File: src/rtl/capch_pkg.sv
package capch_pkg;

  typedef enum logic [1:0] {
    EDGE_RISE = 2'd0,
    EDGE_FALL = 2'd1,
    EDGE_ANY  = 2'd2,
    EDGE_ANYB = 2'd3
  } edge_sel_e;

  // True when the level step cur/prev matches the selected polarity
  function automatic logic edge_hit(input logic [1:0] sel, input logic cur, input logic prev);
    logic up;
    logic dn;
    up = cur & ~prev;
    dn = ~cur & prev;
    case (edge_sel_e'(sel))
      EDGE_RISE: edge_hit = up;
      EDGE_FALL: edge_hit = dn;
      default:   edge_hit = up | dn;
    endcase
  endfunction

endpackage

File: src/rtl/capch_filter.sv
module capch_filter #(
  parameter int SYNC_STAGES = 2,
  parameter int FILT_W      = 4
) (
  input  logic              clk,
  input  logic              rst,
  input  logic              din,
  input  logic [FILT_W-1:0] filt_len,
  output logic              lvl
);
  localparam logic [FILT_W-1:0] RUN_ONE = 1;

  logic [SYNC_STAGES-1:0] sync_q;
  logic [FILT_W-1:0]      run_q;
  logic                   lvl_q;
  logic                   samp;

  // Synchroniser chain, one flop per stage
  for (genvar g = 0; g < SYNC_STAGES; g++) begin : g_sync
    if (g == 0) begin : g_first
      always_ff @(posedge clk) begin
        if (rst) sync_q[0] <= 1'b0;
        else     sync_q[0] <= din;
      end
    end else begin : g_next
      always_ff @(posedge clk) begin
        if (rst) sync_q[g] <= 1'b0;
        else     sync_q[g] <= sync_q[g-1];
      end
    end
  end

  assign samp = sync_q[SYNC_STAGES-1];

  // Run-length filter: accept a new level after filt_len+1 differing samples
  always_ff @(posedge clk) begin
    if (rst) begin
      run_q <= '0;
      lvl_q <= 1'b0;
    end else if (samp == lvl_q) begin
      run_q <= '0;
    end else if (run_q >= filt_len) begin
      lvl_q <= samp;
      run_q <= '0;
    end else begin
      run_q <= run_q + RUN_ONE;
    end
  end

  assign lvl = lvl_q;
endmodule

File: src/rtl/capch_edge.sv
module capch_edge
  import capch_pkg::*;
(
  input  logic       clk,
  input  logic       rst,
  input  logic       lvl,
  input  logic       en,
  input  logic [1:0] sel,
  output logic       hit,
  output logic       trig
);
  logic lvl_d;
  logic trig_q;

  assign hit = en & edge_hit(sel, lvl, lvl_d);

  always_ff @(posedge clk) begin
    if (rst) begin
      lvl_d  <= 1'b0;
      trig_q <= 1'b0;
    end else begin
      lvl_d  <= lvl;
      trig_q <= hit;
    end
  end

  assign trig = trig_q;
endmodule

File: src/rtl/capch_presc.sv
module capch_presc #(
  parameter int PSC_W = 2
) (
  input  logic             clk,
  input  logic             rst,
  input  logic             hit,
  input  logic             en,
  input  logic [PSC_W-1:0] psc_sel,
  output logic             fire
);
  localparam int ECNT_W = (1 << PSC_W) - 1;
  localparam logic [ECNT_W-1:0] E_ONE = 1;

  logic [PSC_W-1:0]  psc_q;
  logic [ECNT_W-1:0] ecnt_q;
  logic [ECNT_W-1:0] base;
  logic [ECNT_W-1:0] term;
  logic              changed;

  // Terminal count 2**psc_sel - 1, built as a thermometer code
  always_comb begin
    term = '0;
    for (int i = 0; i < ECNT_W; i++) term[i] = (i < int'(psc_sel));
  end

  assign changed = (psc_sel != psc_q);
  assign base    = changed ? '0 : ecnt_q;
  assign fire    = hit & (base == term);

  always_ff @(posedge clk) begin
    if (rst) begin
      psc_q  <= '0;
      ecnt_q <= '0;
    end else begin
      psc_q <= psc_sel;
      if (hit)                   ecnt_q <= fire ? '0 : base + E_ONE;
      else if (!en || changed)   ecnt_q <= '0;
    end
  end
endmodule

File: src/rtl/capch_capreg.sv
module capch_capreg #(
  parameter int CNT_W = 16
) (
  input  logic             clk,
  input  logic             rst,
  input  logic             fire,
  input  logic [CNT_W-1:0] cnt_val,
  input  logic             cap_clr,
  input  logic             ovr_clr,
  output logic [CNT_W-1:0] cap_val,
  output logic             cap_flag,
  output logic             ovr_flag
);
  logic [CNT_W-1:0] val_q;
  logic             flag_q;
  logic             ovr_q;

  always_ff @(posedge clk) begin
    if (rst) begin
      val_q  <= '0;
      flag_q <= 1'b0;
      ovr_q  <= 1'b0;
    end else begin
      if (fire) val_q <= cnt_val;
      if (fire)         flag_q <= 1'b1;
      else if (cap_clr) flag_q <= 1'b0;
      if (fire && flag_q) ovr_q <= 1'b1;
      else if (ovr_clr)   ovr_q <= 1'b0;
    end
  end

  assign cap_val  = val_q;
  assign cap_flag = flag_q;
  assign ovr_flag = ovr_q;
endmodule

File: src/rtl/icap_frontend.sv
module icap_frontend #(
  parameter int CNT_W       = 16,
  parameter int FILT_W      = 4,
  parameter int SYNC_STAGES = 2
) (
  input  logic              clk,
  input  logic              rst,
  input  logic              chan_en,
  input  logic              chan_in,
  input  logic [CNT_W-1:0]  cnt_val,
  input  logic [FILT_W-1:0] filt_len,
  input  logic [1:0]        edge_sel,
  input  logic [1:0]        psc_sel,
  input  logic              cap_clr,
  input  logic              ovr_clr,
  output logic [CNT_W-1:0]  cap_val,
  output logic              cap_flag,
  output logic              ovr_flag,
  output logic              trig_pulse
);
  logic lvl;
  logic hit;
  logic fire;

  capch_filter #(.SYNC_STAGES(SYNC_STAGES), .FILT_W(FILT_W)) u_filter (
    .clk(clk), .rst(rst), .din(chan_in), .filt_len(filt_len), .lvl(lvl)
  );

  capch_edge u_edge (
    .clk(clk), .rst(rst), .lvl(lvl), .en(chan_en), .sel(edge_sel),
    .hit(hit), .trig(trig_pulse)
  );

  capch_presc #(.PSC_W(2)) u_presc (
    .clk(clk), .rst(rst), .hit(hit), .en(chan_en), .psc_sel(psc_sel), .fire(fire)
  );

  capch_capreg #(.CNT_W(CNT_W)) u_capreg (
    .clk(clk), .rst(rst), .fire(fire), .cnt_val(cnt_val),
    .cap_clr(cap_clr), .ovr_clr(ovr_clr),
    .cap_val(cap_val), .cap_flag(cap_flag), .ovr_flag(ovr_flag)
  );
endmodule

File: config.mk
export PLATFORM = sky130hd
export DESIGN_NAME = icap_frontend
export DESIGN_NICKNAME = d
export VERILOG_FILES = /design/src/rtl/capch_pkg.sv /design/src/rtl/capch_filter.sv /design/src/rtl/capch_edge.sv /design/src/rtl/capch_presc.sv /design/src/rtl/capch_capreg.sv /design/src/rtl/icap_frontend.sv
export SDC_FILE = /design/constraint.sdc
export NUM_CORES = 1
export LEC_CHECK = 0
export BUFFER_PORTS_ARGS = -buffer_cell sky130_fd_sc_hd__buf_4
export CAP_MARGIN = 20
export CORE_MARGIN = 2
export CORE_UTILIZATION = 50
export DETAILED_ROUTE_END_ITERATION = 8
export GPL_ROUTABILITY_DRIVEN = 0
export HOLD_SLACK_MARGIN = 0.03
export MAX_ROUTING_LAYER = met4
export PLACE_DENSITY = 0.8
export SLEW_MARGIN = 5
export SYNTH_ARGS = -nofsm -noshare
export SYNTH_HDL_FRONTEND = slang
export SYNTH_SLANG_ARGS = --single-unit
File: constraint.sdc
create_clock -name clk -period 5.81 [get_ports clk]
set_clock_uncertainty 0.15 [all_clocks]
set_input_delay 0.2905 -clock clk [delete_from_list [all_inputs] [get_ports clk]]
set_output_delay 0.2905 -clock clk [all_outputs]
set_load 0.02 [all_outputs]
==> flow_metrics.py, run 1 <==
metrics = {
    "clock_tree": {
        "clkLatencyLatePin_ns": 0.32,
        "cts_tree": "built",
        "numCtsBuffers": 5,
        "clock-sinks": 32,
        "cts_htree_levels": 2,
        "post_cts_buffers": 0,
        "cts-root-buf": "clkbuf_4",
        "cts_hold_buf": 2,
        "cts_max_path_buffers": 2,
        "cts_resized": 0,
        "cts.clk_slew.worst_paths_ns": 0.09,
    },
    "setup_path": {
        "required_ns": 5.87,
        "crit_start": "u_filter.lvl$_SDFFE_PP0P_",
        "critPathCapture": "u_capreg.cap_val[6]$_SDFFE_PP0P_",
        "cp_max_fo": 18,
        "crit_type": "reg2reg",
        "r2r_end": "u_capreg.cap_val[6]$_SDFFE_PP0P_",
        "crit_arrival_ns": 2.33,
        "worstReg2RegStart": "u_filter.lvl$_SDFFE_PP0P_",
        "ff2ff_setup_slack_ns": 3.54,
        "critPathLaunchType": "flop",
        "reg2reg_depth": 7,
        "cp-end-kind": "flop",
    },
    "flow_run": {
        "cap_violations": 0,
    },
    "sta": {
        "setup_violations": 0,
        "rsz0062_at_grt": "false",
        "worst_pin_slew_ns": 0.579,
        "drv_slew": 0,
        "min_period_ns": 2.27,
        "finalHoldViolCount": 0,
        "max_slew_margin_pct": 61.2,
        "tns_ns": 0,
        "max_freq_mhz": 441,
        "period_share_pct": 39.0,
    },
    "synth": {
        "yosysMostFrequentCell": "dfxtp_1",
        "ys_warn_count": 0,
        "synthMuxAreaShare_pct": 13.6,
        "ys_seq_area_share_pct": 45.6,
        "syn_avg_cell_area_um2": 9.83,
        "yosysTopAreaCell": "dfxtp_1",
        "ys_top_cells_by_count": "dfxtp_1 (32), nor2_1 (29), mux2i_1 (18)",
        "synthFlopType": "dfxtp_1",
        "netlist_area_um2": 1410,
        "yosys.cell_types.count": 30,
        "ys_top_cells_by_area": "dfxtp_1 (46%), mux2i_1 (13%), nor2_1 (7.7%)",
        "synth_compound_area_share_pct": 7.39,
        "synth_xor_area_share_pct": 3.65,
        "ys_ff_latch": 32,
        "async_reset_ff_share_pct": 0,
        "synthAdderAreaFrac_pct": 7.12,
        "synth_simple_gate_area_share_pct": 17.5,
        "synth_nets": 181,
        "synth-edff-count": 0,
        "yosys.area.top_type_share_pct": 45.6,
        "netlist_instances": 143,
        "synth_top_family_by_area": "simple AND/OR/NAND/NOR gates",
    },
    "global_route": {
        "grt_pass1_vias": 1181,
        "grt_max_degree": 31,
        "grt_util_met1_pct": 22.2,
        "use_met2_pct": 34.8,
        "grt-ovfl-total": 0,
        "grt_pass1_wl_mm": 4.89,
        "groute.usage.overall_pct": 20.3,
        "antenna_found_initial": 0,
        "met3_usage_pct": 6.35,
        "grt.busiest_layer": "met2",
    },
    "detailed_routing": {
        "drt_wl_total_mm": 2.87,
        "drt_iter0_drc": 27,
        "vias": 1143,
        "post_drt_via_cell_ratio": 5.06,
        "drtAntennaViolNets": 0,
        "wl_per_cell_um": 12.7,
        "firstDrtPassIters": 4,
        "post-route-drc-count": 0,
    },
    "min_path": {
        "hp-start": "cnt_val[3]",
        "min_path_type": "in2reg",
    },
    "power": {
        "leakagePower_nw": 0.948,
        "combPwrFrac_pct": 10.4,
        "power_frac_clock_pct": 30.2,
        "p_sw_mw": 0.0899,
        "internal-power_mw": 0.289,
        "power_density_nw_per_um2": 207,
        "power_frac_seq_pct": 59.4,
        "vdd_drop_max_uv": 195,
        "switching_share_pct": 23.7,
    },
    "die": {
        "fp.dieH_um": 57.0,
        "dieWidth_um": 57.0,
        "initial_core_util_pct": 51.8,
        "rows": 19,
        "ioPinCount": 49,
        "core_area_um2": 2710,
        "dieArea_um2": 3250,
    },
    "finish": {
        "finalNetCount": 233,
        "area_growth_syn_to_layout_pct": 30.1,
        "antennaDiodeCount": 0,
        "utilization_pct": 67.5,
        "drive_gt1_share_pct": 29.7,
    },
    "status": {
        "outcome": "completed",
    },
    "placement": {
        "port_buffers": 48,
        "hpwl_mm": 2.20,
    },
}
-- placed cells by master, fill, tap and decap left out, types with 3 or more instances in the layout --
cell type / count
dfxtp_1: 32
buf_4: 48
mux2i_1: 18
nand3_1: 5
nor2_1: 29
inv_1: 8
a21oi_1: 3
nand2_1: 4
nand2b_1: 3
nor2b_1: 4
ha_1: 8
clkbuf_4: 5
-- metal layers --
| metal | vias up | part of all wire [%] |
|---|---|---|
| met5 | - | 0 |
| met4 | 0 | 1.7 |
| met3 | 6 | 5.7 |
| met2 | 35 | 52 |
| met1 | 521 | 41 |
| li1 | 581 | - |
-- how the worst min path moves through the flow --
stage,to,slack [ns],cells after the start
3_5_place_dp,u_filter.samp$_SDFF_PP0_,0.28,1
4_1_cts,u_capreg.cap_val[3]$_SDFFE_PP0P_,0.03,3
2_1_floorplan,u_capreg.ovr_flag$_SDFFE_PP0P_,0.26,1
5_1_grt,u_capreg.cap_val[2]$_SDFFE_PP0P_,0.04,3
6_report,u_capreg.cap_val[3]$_SDFFE_PP0P_,0.04,3
3_3_place_gp,u_filter.samp$_SDFF_PP0_,0.27,1
-- registers in the layout (all words and copies together) (netlist names) --
register           count
u_capreg.cap_flag      1
u_capreg.cap_val      16
u_capreg.ovr_flag      1
u_edge.lvl_d           1
u_edge.trig            1
u_filter.lvl           1
u_filter.run_q         4
u_filter.samp          1
u_filter.sync_q        1
u_presc.ecnt_q         3
u_presc.psc_q          2
-- cells by family (layout without fill, tap and decap cells) --
family | after synthesis | in the layout
simple gates | 52 | 52
flops | 32 | 32
mux | 19 | 19
compound gates | 14 | 14
buf+inv | 13 | 65
fa+ha+maj | 8 | 8
xor+xnor | 5 | 5
-- metrics by stage --
stage | setup WS (ns) | cell area [um^2] | hold slack (ns) | power, mW | instances
global route | 3.38 | 1830 | 0.0382 | 0.398 | 226
detailed placement | 3.55 | 1760 | 0.279 | 0.269 | 217
CTS | 3.53 | 1830 | 0.0334 | 0.383 | 226
finish | 3.54 | 1830 | 0.0366 | 0.379 | 226
global placement | 3.65 | 1760 | 0.271 | 0.267 | 217
floorplan | 3.81 | 1410 | 0.257 | 0.248 | 143
-- power by group through the flow --
stage | Clock [mW] | Sequential [mW] | Combinational, mW
floorplan | 0 | 0.231 | 0.0167
global placement | 0 | 0.230 | 0.0370
detailed placement | 0 | 0.230 | 0.0387
CTS | 0.118 | 0.225 | 0.0400
global route | 0.129 | 0.226 | 0.0438
finish | 0.115 | 0.225 | 0.0394
-- critical path: stages (launching register included) --
cell      delay [ns]
dfxtp_1         0.40
inv_1           0.09
ha_1            0.19
mux2_1          0.30
o211ai_2        0.19
nand3b_2        0.49
mux2i_1         0.27
nor2_1          0.07
-- cell type report --
type	instances	area (um^2)
clock inverters	1	5.00
inverters	8	30.0
fillers	242	882
clock buffers	6	41.3
flip-flops and latches	32	641
well taps	31	38.8
multi-input cells	98	692
repair buffers	50	380
Power figures use the tool's default switching activity.
==> run 2, diff against run 1 <==
--- a/config.mk
+++ b/config.mk
@@ -8,12 +8,12 @@
 export BUFFER_PORTS_ARGS = -buffer_cell sky130_fd_sc_hd__buf_4
 export CAP_MARGIN = 20
 export CORE_MARGIN = 2
-export CORE_UTILIZATION = 50
+export CORE_UTILIZATION = 48
 export DETAILED_ROUTE_END_ITERATION = 8
 export GPL_ROUTABILITY_DRIVEN = 0
 export HOLD_SLACK_MARGIN = 0.03
 export MAX_ROUTING_LAYER = met4
-export PLACE_DENSITY = 0.8
+export PLACE_DENSITY = 0.77
 export SLEW_MARGIN = 5
 export SYNTH_ARGS = -nofsm -noshare
 export SYNTH_HDL_FRONTEND = slang
==> constraint.sdc (replaced) <==
create_clock -name clk -period 2.4 [get_ports clk]
set_clock_uncertainty 0.15 [all_clocks]
set_input_delay 0.12 -clock clk [delete_from_list [all_inputs] [get_ports clk]]
set_output_delay 0.12 -clock clk [all_outputs]
set_load 0.02 [all_outputs]
==> run 2 against run 1 <==
Combinational power grew to 3.3 times the previous value. Fmax grew 7.9%. Via count grew 8.4%. Sequential power grew 140%. Critical path type unchanged. Core utilization grew 9.1 points. Clock power grew to 2.8 times the previous value. Cell area grew 15%. Sequential cell count is the same. Wire length grew 13%. Sequential share of layout area shrank 4.7 points. Register-to-register slack lost 3.2 ns. Die area grew 3.9%.
==> flow_metrics.py, run 2 (synthesis results as in run 1) <==
metrics = {
    "clock_tree": {
        "cts_resized": 0,
        "numCtsBuffers": 5,
        "clkLatencyLatePin_ns": 0.33,
        "cts_tree": "built",
        "cts_htree_levels": 2,
        "cts_max_path_buffers": 2,
        "cts-root-buf": "clkbuf_4",
        "clock-sinks": 32,
        "cts.clk_slew.worst_paths_ns": 0.10,
    },
    "detailed_routing": {
        "drtAntennaViolNets": 0,
        "drt_iter0_drc": 46,
        "wl_per_cell_um": 12.8,
        "drt_wl_total_mm": 3.23,
        "firstDrtPassIters": 4,
        "post-route-drc-count": 0,
        "vias": 1239,
        "post_drt_via_cell_ratio": 4.90,
    },
    "finish": {
        "drive_gt1_share_pct": 26.6,
        "final_cell_mix": "buf_4 (48), dfxtp_1 (32), nor2_1 (29)",
        "mostFrequentLayoutCell": "buf_4",
        "largest_register_ffs": 16,
        "antennaDiodeCount": 0,
        "finalNetCount": 259,
        "area_growth_syn_to_layout_pct": 50.2,
    },
    "sta": {
        "period_share_pct": 87.6,
        "max_slew_margin_pct": 80.0,
        "tns_ns": 0,
        "worst_pin_slew_ns": 0.296,
        "rsz0062_at_grt": "false",
        "max_freq_mhz": 476,
        "setup_violations": 0,
        "drv_slew": 0,
        "finalHoldViolCount": 0,
        "min_period_ns": 2.10,
        "timing.hold.ws_ns": 0.149,
    },
    "min_path": {
        "min_path_type": "in2reg",
    },
    "global_route": {
        "grt-ovfl-total": 0,
        "grt_pass1_wl_mm": 5.27,
        "grt_max_degree": 31,
        "grt_pass1_vias": 1266,
        "antenna_found_initial": 0,
        "groute.usage.overall_pct": 21.5,
    },
    "setup_path": {
        "cp_max_fo": 18,
        "required_ns": 2.46,
        "crit_type": "reg2reg",
        "cp-end-kind": "flop",
        "crit_arrival_ns": 2.17,
        "ff2ff_setup_slack_ns": 0.30,
        "critPathLaunchType": "flop",
    },
    "die": {
        "ioPinCount": 49,
        "dieWidth_um": 58.1,
        "rows": 19,
        "fp.dieH_um": 58.1,
        "dieArea_um2": 3380,
        "core_area_um2": 2760,
        "initial_core_util_pct": 51.0,
    },
    "power": {
        "power_density_nw_per_um2": 470,
        "vdd_drop_max_uv": 484,
        "leakagePower_nw": 1.07,
    },
    "placement": {
        "port_buffers": 48,
        "hpwl_mm": 2.10,
    },
    "status": {
        "outcome": "completed",
    },
    "flow_run": {
        "cap_violations": 0,
    },
}
==> run 2: worst paths after layout <==
path | start | to | depth (start not counted)
max | u_filter.lvl$_SDFFE_PP0P_ | u_capreg.cap_val[10]$_SDFFE_PP0P_ | 8
min reg2reg | u_filter.sync_q[0]$_SDFF_PP0_ | u_filter.samp$_SDFF_PP0_ | 1
min | edge_sel[1] | u_presc.ecnt_q[2]$_SDFFE_PP0P_ | 6
max reg2reg | u_filter.lvl$_SDFFE_PP0P_ | u_capreg.cap_val[10]$_SDFFE_PP0P_ | 8
==> run 2: timing repair <==
item                                   4_1_cts  5_1_grt
hold buffers                                27        0
endpoints found under the hold margin       27        0
setup buffers                                0        0
==> run 2: power breakdown <==
group	internal [mW]	leakage [nW]	switching [mW]
clock network	0.144	0.0326	0.173
registers	0.538	0.259	0.00656
logic	0.0814	0.778	0.0476
==> run 2: area by class of cell <==
cell class              count  area, um^2
multi-input cells          98         692
clock buffers               8        58.8
well taps                  31        38.8
repair buffers             76         651
fillers                   183         647
flip-flops and latches     32         641
inverters                   8        30.0
==> run 2: critical path, stage by stage (launching register included) <==
cell and delay (ns):
dfxtp_1 0.40, inv_1 0.08, ha_1 0.20, mux2_1 0.30, o211ai_2 0.19, nand3b_2 0.18, buf_12 0.18, mux2i_1 0.22
nor2_1 0.07
==> run 2: metrics by stage <==
step	setup slack (ns)	total power, mW	cells	util [%]	instance area, um^2
after floorplan	0.404	0.599	143	-	1410
after detailed placement	0.325	0.651	218	64.6	1780
after CTS	0.317	1.00	253	76.5	2110
final	0.298	0.992	253	76.5	2110
after global placement	0.434	0.647	218	64.6	1780
after global routing	0.195	1.04	253	76.5	2110
==> run 2: layer usage <==
| metal | GRT usage [%] | wire length (um) |
|---|---|---|
| met5 | - | 0 |
| met4 | 8.97 | 52 |
| met3 | 5.36 | 154 |
| met2 | 38.1 | 1710 |
| met1 | 22.6 | 1320 |
==> run 3, diff against run 2 <==
--- a/config.mk
+++ b/config.mk
@@ -14,6 +14,7 @@
 export HOLD_SLACK_MARGIN = 0.03
 export MAX_ROUTING_LAYER = met4
 export PLACE_DENSITY = 0.77
+export RECOVER_POWER = 100
 export SLEW_MARGIN = 5
 export SYNTH_ARGS = -nofsm -noshare
 export SYNTH_HDL_FRONTEND = slang
==> run 3 against run 2 <==
Fmax barely moved. First-iteration DRC count shrank 11%. Final cell count unchanged. Core utilization down 2.6 points. Sequential power barely moved. Via count shrank 0.40%. Cell area shrank 3.4%. Die area unchanged. Highest routed layer unchanged. Critical path depth did not move. Count of clock-buffer cells in the layout unchanged.
==> flow_metrics.py, run 3 (synthesis results as in run 1) <==
metrics = {
    "finish": {
        "stdcell_count": 253,
        "final_cell_area_um2": 2040,
        "drive_gt1_share_pct": 18.0,
        "antennaDiodeCount": 0,
        "mostFrequentLayoutCell": "dfxtp_1",
        "area_growth_syn_to_layout_pct": 45.1,
        "final_cell_mix": "dfxtp_1 (32), nor2_1 (29), buf_4 (29)",
        "n_fill_cell": 214,
        "largest_register_ffs": 16,
        "finalNetCount": 259,
    },
    "sta": {
        "rsz0062_at_grt": "false",
        "max_slew_margin_pct": 79.9,
        "worst_pin_slew_ns": 0.297,
        "setup_violations": 0,
        "max_freq_mhz": 476,
        "min_period_ns": 2.10,
        "tns_ns": 0,
        "finalHoldViolCount": 0,
        "drv_slew": 0,
        "period_share_pct": 87.5,
    },
    "setup_path": {
        "required_ns": 2.46,
        "crit_type": "reg2reg",
        "critPathCapture": "u_capreg.cap_val[11]$_SDFFE_PP0P_",
        "r2r_end": "u_capreg.cap_val[11]$_SDFFE_PP0P_",
        "crit_start": "u_filter.lvl$_SDFFE_PP0P_",
        "critPathLaunchType": "flop",
        "cp-end-kind": "flop",
        "worstReg2RegStart": "u_filter.lvl$_SDFFE_PP0P_",
        "reg2reg_depth": 8,
        "crit_arrival_ns": 2.16,
        "cp_max_fo": 18,
        "ff2ff_setup_slack_ns": 0.30,
    },
    "clock_tree": {
        "cts-root-buf": "clkbuf_4",
        "cts.clk_slew.worst_paths_ns": 0.10,
        "cts_resized": 0,
        "numCtsBuffers": 5,
        "cts_htree_levels": 2,
        "cts_max_path_buffers": 2,
        "cts_hold_buf": 27,
        "cts_tree": "built",
        "post_cts_buffers": 0,
        "clkLatencyLatePin_ns": 0.33,
        "clock-sinks": 32,
    },
    "detailed_routing": {
        "drt_iter0_drc": 41,
        "drt_wl_total_mm": 3.20,
        "wl_per_cell_um": 12.6,
        "firstDrtPassIters": 4,
        "post_drt_via_cell_ratio": 4.88,
        "post-route-drc-count": 0,
        "drtAntennaViolNets": 0,
        "vias": 1234,
    },
    "power": {
        "vdd_drop_max_uv": 482,
        "power.total_mw": 0.989,
        "power_density_nw_per_um2": 485,
        "leakagePower_nw": 0.988,
    },
    "die": {
        "core_area_um2": 2760,
        "rows": 19,
        "initial_core_util_pct": 51.0,
        "dieArea_um2": 3380,
        "dieWidth_um": 58.1,
        "fp.dieH_um": 58.1,
        "ioPinCount": 49,
    },
    "status": {
        "outcome": "completed",
    },
    "placement": {
        "port_buffers": 48,
        "place_inst": 218,
        "placed_area_um2": 1780,
        "hpwl_mm": 2.10,
    },
    "global_route": {
        "antenna_found_initial": 0,
        "grt_pass1_wl_mm": 5.27,
        "groute.usage.overall_pct": 21.5,
        "grt-ovfl-total": 0,
        "grt_max_degree": 31,
        "grt_pass1_vias": 1266,
    },
    "flow_run": {
        "cap_violations": 0,
    },
    "min_path": {
        "min_path_type": "in2reg",
    },
}
## run 3: cell count changes in the layout (fill, tap and decap cells not counted), sizes merged
| cell | delta |
|---|---|
| clkbuf | +19 |
| buf | -19 |
## run 3: layout make-up
type	count	area, um^2	area share (%)
clock buffer	8	58.8	2.88
timing repair buffer	76	579	28.4
tap	31	38.8	1.90
inverter	8	30.0	1.47
multi-input combinational	98	692	33.9
sequential	32	641	31.4
## run 3: through the flow
stage	hold slack, ns	worst slack (ns)	utilization [%]
6_report	0.150	0.299	74.0
3_5_place_dp	0.183	0.325	64.6
4_1_cts	0.133	0.317	76.5
3_3_place_gp	0.178	0.434	64.6
5_1_grt	0.204	0.193	74.0
2_1_floorplan	0.0869	0.404	-
## run 3: worst min-delay path by stage
stage / start / end / slack, ns / depth (start not counted)
floorplan: ovr_clr / u_capreg.ovr_flag$_SDFFE_PP0P_ / 0.09 / 1
global placement: ovr_clr / u_capreg.ovr_flag$_SDFFE_PP0P_ / 0.18 / 2
detailed placement: ovr_clr / u_capreg.ovr_flag$_SDFFE_PP0P_ / 0.18 / 2
CTS: edge_sel[1] / u_presc.ecnt_q[2]$_SDFFE_PP0P_ / 0.13 / 6
global route: edge_sel[1] / u_presc.ecnt_q[2]$_SDFFE_PP0P_ / 0.20 / 6
finish: edge_sel[1] / u_presc.ecnt_q[2]$_SDFFE_PP0P_ / 0.15 / 6
## run 3: metal layers
metal / track usage [%] / wire [um] / up-vias
li1: - / - / 634
met1: 22.6 / 1300 / 557
met2: 38.1 / 1700 / 36
met3: 5.36 / 146 / 7
met4: 8.97 / 50 / 0
met5: - / 0 / -
## run 3: report_power, final
group,leakage [nW],switching (mW),total [mW],internal (mW)
Sequential,0.259,0.00644,0.545,0.538
Combinational,0.696,0.0479,0.127,0.0791
Clock,0.0326,0.173,0.317,0.144
Total,0.988,0.227,0.989,0.762
## run 3: worst max-delay path: stages (launching register included)
cell	delay [ns]
dfxtp_1	0.40
inv_1	0.08
ha_1	0.20
mux2_1	0.30
o211ai_2	0.19
nand3b_2	0.18
buf_12	0.18
mux2i_1	0.22
nor2_1	0.07
